--- src/rtl/rtc_pkg.sv ---
package rtc_pkg;
    localparam int IDX_W  = 7;
    localparam int DATA_W = 8;
    localparam int DEPTH  = 1 << IDX_W;
    localparam int N_ALM  = 3;

    localparam logic [IDX_W-1:0] IDX_A     = 7'd10;
    localparam logic [IDX_W-1:0] IDX_B     = 7'd11;
    localparam logic [IDX_W-1:0] IDX_C     = 7'd12;
    localparam logic [IDX_W-1:0] IDX_D     = 7'd13;
    localparam logic [IDX_W-1:0] IDX_ALM_S = 7'd1;
    localparam logic [IDX_W-1:0] IDX_ALM_M = 7'd3;
    localparam logic [IDX_W-1:0] IDX_ALM_H = 7'd5;

    localparam logic [DATA_W-1:0] A_RESET  = 8'h26;
    localparam logic [DATA_W-1:0] B_RESET  = 8'h02;
    localparam logic [DATA_W-1:0] D_VALUE  = 8'h80;

    // bit positions
    localparam int A_BUSY = 7;
    localparam int B_FRZ  = 7;
    localparam int B_PER  = 6;
    localparam int B_ALM  = 5;
    localparam int B_UPD  = 4;
    localparam int B_SQW  = 3;
    localparam int C_ANY  = 7;
    localparam int C_PER  = 6;
    localparam int C_ALM  = 5;
    localparam int C_UPD  = 4;

    typedef struct packed {
        logic [IDX_W-1:0]              ptr;
        logic [DATA_W-1:0]             a;
        logic [DATA_W-1:0]             b;
        logic [DATA_W-1:0]             c;
        logic [N_ALM-1:0][DATA_W-1:0]  alm;
        logic                          irq;
    } rf_state_t;
endpackage

--- src/rtl/rtc_alarm_match.sv ---
module rtc_alarm_match #(
    parameter int N = 3,
    parameter int W = 8
) (
    input  logic [N-1:0][W-1:0] alarm,
    input  logic [N-1:0][W-1:0] now,
    output logic                hit
);
    logic [N-1:0] field_ok;

    for (genvar i = 0; i < N; i++) begin : g_field
        // top two bits both set: wildcard
        assign field_ok[i] = (&alarm[i][W-1:W-2]) || (alarm[i] == now[i]);
    end

    assign hit = &field_ok;
endmodule

--- src/rtl/rtc_scratch_ram.sv ---
module rtc_scratch_ram #(
    parameter int DEPTH = 128,
    parameter int W     = 8,
    localparam int AW   = $clog2(DEPTH)
) (
    input  logic          clk,
    input  logic          we,
    input  logic [AW-1:0] waddr,
    input  logic [W-1:0]  wdata,
    input  logic [AW-1:0] raddr,
    output logic [W-1:0]  rdata
);
    logic [W-1:0] mem_q [DEPTH];

    always_ff @(posedge clk) begin
        if (we) mem_q[waddr] <= wdata;
    end

    assign rdata = mem_q[raddr];
endmodule

--- src/rtl/rtc_regfile.sv ---
module rtc_regfile
    import rtc_pkg::*;
(
    input  logic              clk,
    input  logic              rst_n,
    input  logic              soft_rst,
    input  logic              bus_sel,
    input  logic              bus_wr,
    input  logic              bus_addr,
    input  logic [DATA_W-1:0] bus_wdata,
    output logic [DATA_W-1:0] bus_rdata,
    input  logic              upd_start,
    input  logic              upd_done,
    input  logic              per_tick,
    input  logic [DATA_W-1:0] cur_sec,
    input  logic [DATA_W-1:0] cur_min,
    input  logic [DATA_W-1:0] cur_hour,
    output logic [DATA_W-1:0] reg_a,
    output logic [DATA_W-1:0] reg_b,
    output logic              irq
);
    rf_state_t q, d;

    logic wr_ptr, wr_dat, rd_dat, rd_flags;
    logic is_ctl, alm_sel;
    logic [1:0] alm_slot;
    logic alarm_hit;
    logic ram_we;
    logic [DATA_W-1:0] ram_rdata;
    logic [N_ALM-1:0][DATA_W-1:0] now_vec;

    assign wr_ptr   = bus_sel &  bus_wr & ~bus_addr;
    assign wr_dat   = bus_sel &  bus_wr &  bus_addr;
    assign rd_dat   = bus_sel & ~bus_wr &  bus_addr;
    assign rd_flags = rd_dat & (q.ptr == IDX_C);
    assign is_ctl   = (q.ptr >= IDX_A) && (q.ptr <= IDX_D);
    assign now_vec  = {cur_hour, cur_min, cur_sec};

    always_comb begin
        alm_sel  = 1'b1;
        alm_slot = 2'd0;
        case (q.ptr)
            IDX_ALM_S: alm_slot = 2'd0;
            IDX_ALM_M: alm_slot = 2'd1;
            IDX_ALM_H: alm_slot = 2'd2;
            default:   alm_sel  = 1'b0;
        endcase
    end

    assign ram_we = wr_dat & ~is_ctl & ~alm_sel;

    rtc_scratch_ram #(.DEPTH(DEPTH), .W(DATA_W)) u_ram (
        .clk   (clk),
        .we    (ram_we),
        .waddr (q.ptr),
        .wdata (bus_wdata),
        .raddr (q.ptr),
        .rdata (ram_rdata)
    );

    rtc_alarm_match #(.N(N_ALM), .W(DATA_W)) u_alarm (
        .alarm (q.alm),
        .now   (now_vec),
        .hit   (alarm_hit)
    );

    // read mux
    always_comb begin
        if (!bus_addr)            bus_rdata = '1;
        else if (q.ptr == IDX_A)  bus_rdata = q.a;
        else if (q.ptr == IDX_B)  bus_rdata = q.b;
        else if (q.ptr == IDX_C)  bus_rdata = q.c;
        else if (q.ptr == IDX_D)  bus_rdata = D_VALUE;
        else if (alm_sel)         bus_rdata = q.alm[alm_slot];
        else                      bus_rdata = ram_rdata;
    end

    // next state
    always_comb begin
        d = q;
        if (wr_ptr) d.ptr = bus_wdata[IDX_W-1:0];
        if (wr_dat) begin
            if (q.ptr == IDX_A) begin
                d.a = {q.a[A_BUSY], bus_wdata[A_BUSY-1:0]};
            end else if (q.ptr == IDX_B) begin
                d.b = bus_wdata;
                if (bus_wdata[B_FRZ]) begin
                    d.b[B_UPD]  = 1'b0;
                    d.a[A_BUSY] = 1'b0;
                end
            end else if (alm_sel) begin
                d.alm[alm_slot] = bus_wdata;
            end
        end
        if (rd_flags) begin
            d.c   = '0;
            d.irq = 1'b0;
        end
        if (upd_start && !d.b[B_FRZ]) d.a[A_BUSY] = 1'b1;
        if (upd_done) begin
            d.a[A_BUSY] = 1'b0;
            d.c[C_UPD]  = 1'b1;
            if (q.b[B_ALM] && alarm_hit) begin
                d.c[C_ANY] = 1'b1;
                d.c[C_ALM] = 1'b1;
                d.irq      = 1'b1;
            end
            if (q.b[B_UPD]) begin
                d.c[C_ANY] = 1'b1;
                d.irq      = 1'b1;
            end
        end
        if (per_tick && q.b[B_PER]) begin
            d.c[C_ANY] = 1'b1;
            d.c[C_PER] = 1'b1;
            d.irq      = 1'b1;
        end
        if (soft_rst) begin
            d.b[B_PER] = 1'b0;
            d.b[B_ALM] = 1'b0;
            d.b[B_SQW] = 1'b0;
            d.c[C_ANY:C_UPD] = '0;
            d.irq      = 1'b0;
        end
    end

    always_ff @(posedge clk or negedge rst_n) begin
        if (!rst_n) begin
            q     <= '0;
            q.a   <= A_RESET;
            q.b   <= B_RESET;
        end else begin
            q <= d;
        end
    end

    assign reg_a = q.a;
    assign reg_b = q.b;
    assign irq   = q.irq;

    // software write never moves the busy flag
    a_r4_busy_read_only: assert property (@(posedge clk) disable iff (!rst_n)
        (wr_dat && q.ptr == IDX_A && !upd_start && !upd_done && !soft_rst)
        |=> (q.a[A_BUSY] == $past(q.a[A_BUSY])));

    // freeze write leaves update-interrupt enable and busy flag low
    a_r5_freeze_clears: assert property (@(posedge clk) disable iff (!rst_n)
        (wr_dat && q.ptr == IDX_B && bus_wdata[B_FRZ])
        |=> (!q.b[B_UPD] && !q.a[A_BUSY]));

    // flag register unaffected by writes
    a_r6_flags_no_write: assert property (@(posedge clk) disable iff (!rst_n)
        (wr_dat && q.ptr == IDX_C && !upd_done && !per_tick && !soft_rst)
        |=> $stable(q.c));

    // a flag read with no competing event empties the flags
    a_r7_read_clears: assert property (@(posedge clk) disable iff (!rst_n)
        (rd_flags && !upd_done && !per_tick)
        |=> (q.c == '0 && !irq));

    // the interrupt line is never high without the summary flag
    a_r9_irq_has_flag: assert property (@(posedge clk) disable iff (!rst_n)
        irq |-> q.c[C_ANY]);

    // system reset drops the line and event enables
    a_r11_soft_reset: assert property (@(posedge clk) disable iff (!rst_n)
        soft_rst |=> (!irq && q.c[C_ANY:C_UPD] == '0 && !q.b[B_PER] && !q.b[B_ALM]));
endmodule

--- config.mk ---
export PLATFORM = sky130hd
export DESIGN_NAME = rtc_regfile
export DESIGN_NICKNAME = d
export VERILOG_FILES = /design/src/rtl/rtc_pkg.sv /design/src/rtl/rtc_alarm_match.sv /design/src/rtl/rtc_scratch_ram.sv /design/src/rtl/rtc_regfile.sv
export SDC_FILE = /design/constraint.sdc
export NUM_CORES = 1
export LEC_CHECK = 0
export BUFFER_PORTS_ARGS = -buffer_cell sky130_fd_sc_hd__buf_4
export CAP_MARGIN = 15
export CORE_AREA = 2 2 380 382
export CTS_BUF_LIST = sky130_fd_sc_hd__clkbuf_16
export DETAILED_ROUTE_END_ITERATION = 8
export DIE_AREA = 0 0 382 384
export GPL_TIMING_DRIVEN = 0
export HOLD_SLACK_MARGIN = 0.06
export PLACE_DENSITY = 0.44
export SLEW_MARGIN = 20
export SYNTH_ARGS = -nofsm -noshare
export SYNTH_HDL_FRONTEND = slang
export SYNTH_HIERARCHICAL = 1
export SYNTH_SLANG_ARGS = --single-unit
--- constraint.sdc ---
create_clock -name clk -period 3.65 [get_ports clk]
set_input_delay 0.73 -clock clk [delete_from_list [all_inputs] [get_ports clk]]
set_output_delay 0.73 -clock clk [all_outputs]
set_load 0.1 [all_outputs]
==> flow_summary_export.csv <==
group,metric,value,unit
run_status,outcome,"finished with violations",
run_status,violations,"setup timing",
synth,async_flop_share,4.83,%
placement,dp_hpwl,79.6,mm
global_route,grt_usage,16.5,%
timing,fmaxAchievable,191,MHz
setup_path,critPathLaunch,"q[49]",
clock_network,numCtsBuffers,114,
setup_path,worstReg2RegStart,"q[49]",
floorplan,core_area,143000,µm²
floorplan,dieArea,147000,µm²
setup_path,end_kind,"primary output",
placement,placed_cells,3885,
layout,fillerInstances,13028,
timing,min_period,5.22,ns
power_and_ir_drop,powerDensity,598,nW/µm²
flow_run,cap_violations,0,
clock_network,root_buffer,"clkbuf_16",
layout,nets,2180,
synth,syn-num-nets,1950,
setup_path,path_class,"register to primary output",
floorplan,die_w,382,µm
worst_hold_path,hold_path_class,"input pin to register",
setup_path,crit_fanout,7,
power_and_ir_drop,ir_worst_vdd,388,µV
global_route,grt_pass1_wl,170,mm
synth,netlist_top_cells_count,"edfxtp_1 (1024), mux4_2 (336), nor2_1 (128)",
timing,finalCritPeriodShare,143,%
timing,hold_viol,0,
clock_network,cts_max_level,3,
timing,rsz0062_at_grt,"yes",
power_and_ir_drop,cellLeakagePower,16.1,nW
timing,tightest_slew,1.37,ns
setup_path,cpMostUsedCell,"mux4_2",
detailed_routing,viasPerCell,5.04,
synth,synth_area_leaders,"edfxtp_1 (72%), mux4_2 (18%), dfrtp_1 (2.8%)",
setup_path,worst-endpoint-arrival,4.49,ns
power_and_ir_drop,finalPower,0.0309,W
global_route,grt_antenna_before_repair,7,
detailed_routing,drc,0,
floorplan,ioPinCount,66,
setup_path,r2r-end,"u_ram/mem_q[116][3]",
detailed_routing,drtPass1Iterations,5,
timing,postLayoutSetupSlackWorst,-1.57,ns
detailed_routing,routed-via-count,20852,
setup_path,crit_chain,"clkbuf_16 -> buf_16 -> buf_12 -> mux4_2 -> mux4_2 -> mux4_2 -> mux2_4 -> nor2b_1 -> o21a_1 -> o311ai_4 -> buf_12",
setup_path,endpoint,"bus_rdata[4]",
synth,synth_area_leader_cell,"edfxtp_1",
floorplan,start_util,29.8,%
synth,ys_types,55,
clock_network,clk_latency,0.75,ns
synth,synth-edff-count,1024,
timing,relSlewSlack,8.99,%
synth,ys_seq_elements,1076,
layout,final_layout_size_suffix_gt1_share,39.9,%
layout,syn_to_final_growth,21.1,%
global_route,grt_max_degree,93,
synth,yosysWarnings,6,
synth,syn_area_per_cell,22.3,µm²
synth,synth_area,42600,µm²
detailed_routing,avgRoutedWirePerCell,29.2,µm
setup_path,slowest_stage,"mux4_2",
synth,yosysTopAreaCellShare,72.2,%
synth,ys.flop_type,"edfxtp_1",
global_route,overflow,0,
floorplan,row_count,139,
setup_path,rrSetupSlack,-0.52,ns
global_route,first_global_vias,21530,
clock_network,clk_pin_slew,0.06,ns
setup_path,worstSetupStartpointType,"register",
timing,fin_skew,0.0295,ns
synth,synthCells,1909,
clock_network,cts_buffer_depth,3,
setup_path,worst_ep_required_time,2.92,ns
detailed_routing,wl,121,mm
setup_path,rr_worst_depth,11,
layout,instances_no_fill,4139,
placement,portBuffers,64,
placement,gp_congestion,0.825,
worst_hold_path,hold_path_depth,2,
clock_network,cts.sinks,1076,
setup_path,critPathMaxStageDelay,0.61,ns
floorplan,die_h,384,µm
timing,setup_viol,808,
timing,slew_violations,0,
detailed_routing,drt_iter0_drc,2078,
synth,synthMostInstantiatedCell,"edfxtp_1",
clock_network,cts_tree,"built",
detailed_routing,drtAntennaViolNets,0,
synth,synth_seq_area_share,75.3,%
## per-stage QoR
stage / instance area, µm² / setup TNS, ns / setup WS [ns] / hold WS, ns / utilization, %
floorplan: 43100 / -0.805 / -0.134 / 0.434 / -
global route: 51600 / -301.45 / -1.67 / 0.157 / 36.1
global placement: 46000 / -776.13 / -1.86 / 0.484 / 32.2
CTS: 51200 / -299.52 / -1.62 / 0.139 / 35.9
finish: 51600 / -224.10 / -1.57 / 0.202 / 36.1
detailed placement: 46300 / -591.36 / -1.73 / 0.472 / 32.4
## how the worst min path moves through the flow
stage | start | to | slack, ns
global route | upd_done | reg_a[7] | 0.16
CTS | upd_done | reg_a[7] | 0.14
detailed placement | reg_b[1] | reg_b[1] | 0.47
global placement | reg_b[1] | reg_b[1] | 0.48
finish | upd_done | reg_a[7] | 0.20
floorplan | rst_n | irq | 0.43
## worst max-delay path, delay by kind of cell (launching register included)
family	cells	cell delay (ns)
flip-flops	1	0.45
buffers and inverters	4	0.78
AND/OR/NAND/NOR	1	0.13
AO/OA/AOI/OAI	2	0.28
multiplexers	4	2.06
## report_power, final
part,switching [W],internal [W]
clock,0.00486,0.00642
sequential,0.000121,0.0136
combinational,0.00333,0.00254
## final cells by class
| type | count | area, µm² | share of cell area (%) |
|---|---|---|---|
| sequential | 1076 | 32100 | 62.1 |
| buffer | 117 | 1150 | 2.24 |
| tap | 1903 | 2380 | 4.61 |
| clock inverter | 96 | 782 | 1.52 |
| timing repair buffer | 115 | 1370 | 2.65 |
| multi-input combinational | 714 | 11000 | 21.3 |
| antenna | 2 | 5.00 | 0.00970 |
| clock buffer | 115 | 2880 | 5.58 |
| inverter | 1 | 3.75 | 0.00727 |
## layout by cell type (no fill, tap or decap), types with 15 or more instances in the layout
cell       Yosys  layout
edfxtp_1    1024    1024
inv_1          1      25
nand2_1       38      37
clkbuf_16      0     118
mux2_2        35      27
xor2_1        24      24
buf_4         27      92
buf_16         0      17
clkbuf_2       0      19
mux2_1        15      15
nor2_1       128      31
clkinv_1       0      29
dfrtp_1       48      45
nor2_4         0      82
clkinv_2       0      17
nor2_2         0      15
mux4_2       336     336
buf_2         20      19
buf_12         0      31
## layer usage
metal	global-route usage, %	wire [µm]	part of all wire (%)
met1	22.9	53200	44
met2	27.1	59200	49
met3	2.89	6160	5.1
met4	3.65	2480	2.0
met5	0	0	0
## logic make-up after synthesis
logic type | count (synthesis) | synth area share [%]
AND/OR/NAND/NOR | 243 | 2.67
buffers and inverters | 119 | 1.38
AO/OA/AOI/OAI | 51 | 0.875
multiplexers | 396 | 19.3
flip-flops | 1076 | 75.3
XOR/XNOR | 24 | 0.493
## state kept, by name, indices dropped and copies added, names as in the netlist
register     count
q               35
irq              1
u_ram/mem_q   1024
reg_b            8
reg_a            8
## repair_timing
item                       4_1_cts  5_1_grt
buffers inserted                20       16
hold endpoints to repair        48        0
setup endpoints to repair      949     1032
pin swaps                        6        3
resized for setup              249       61
cloned                           4        2
hold buffers                     1        0
Note: power is estimated with default switching activity, not from simulation.
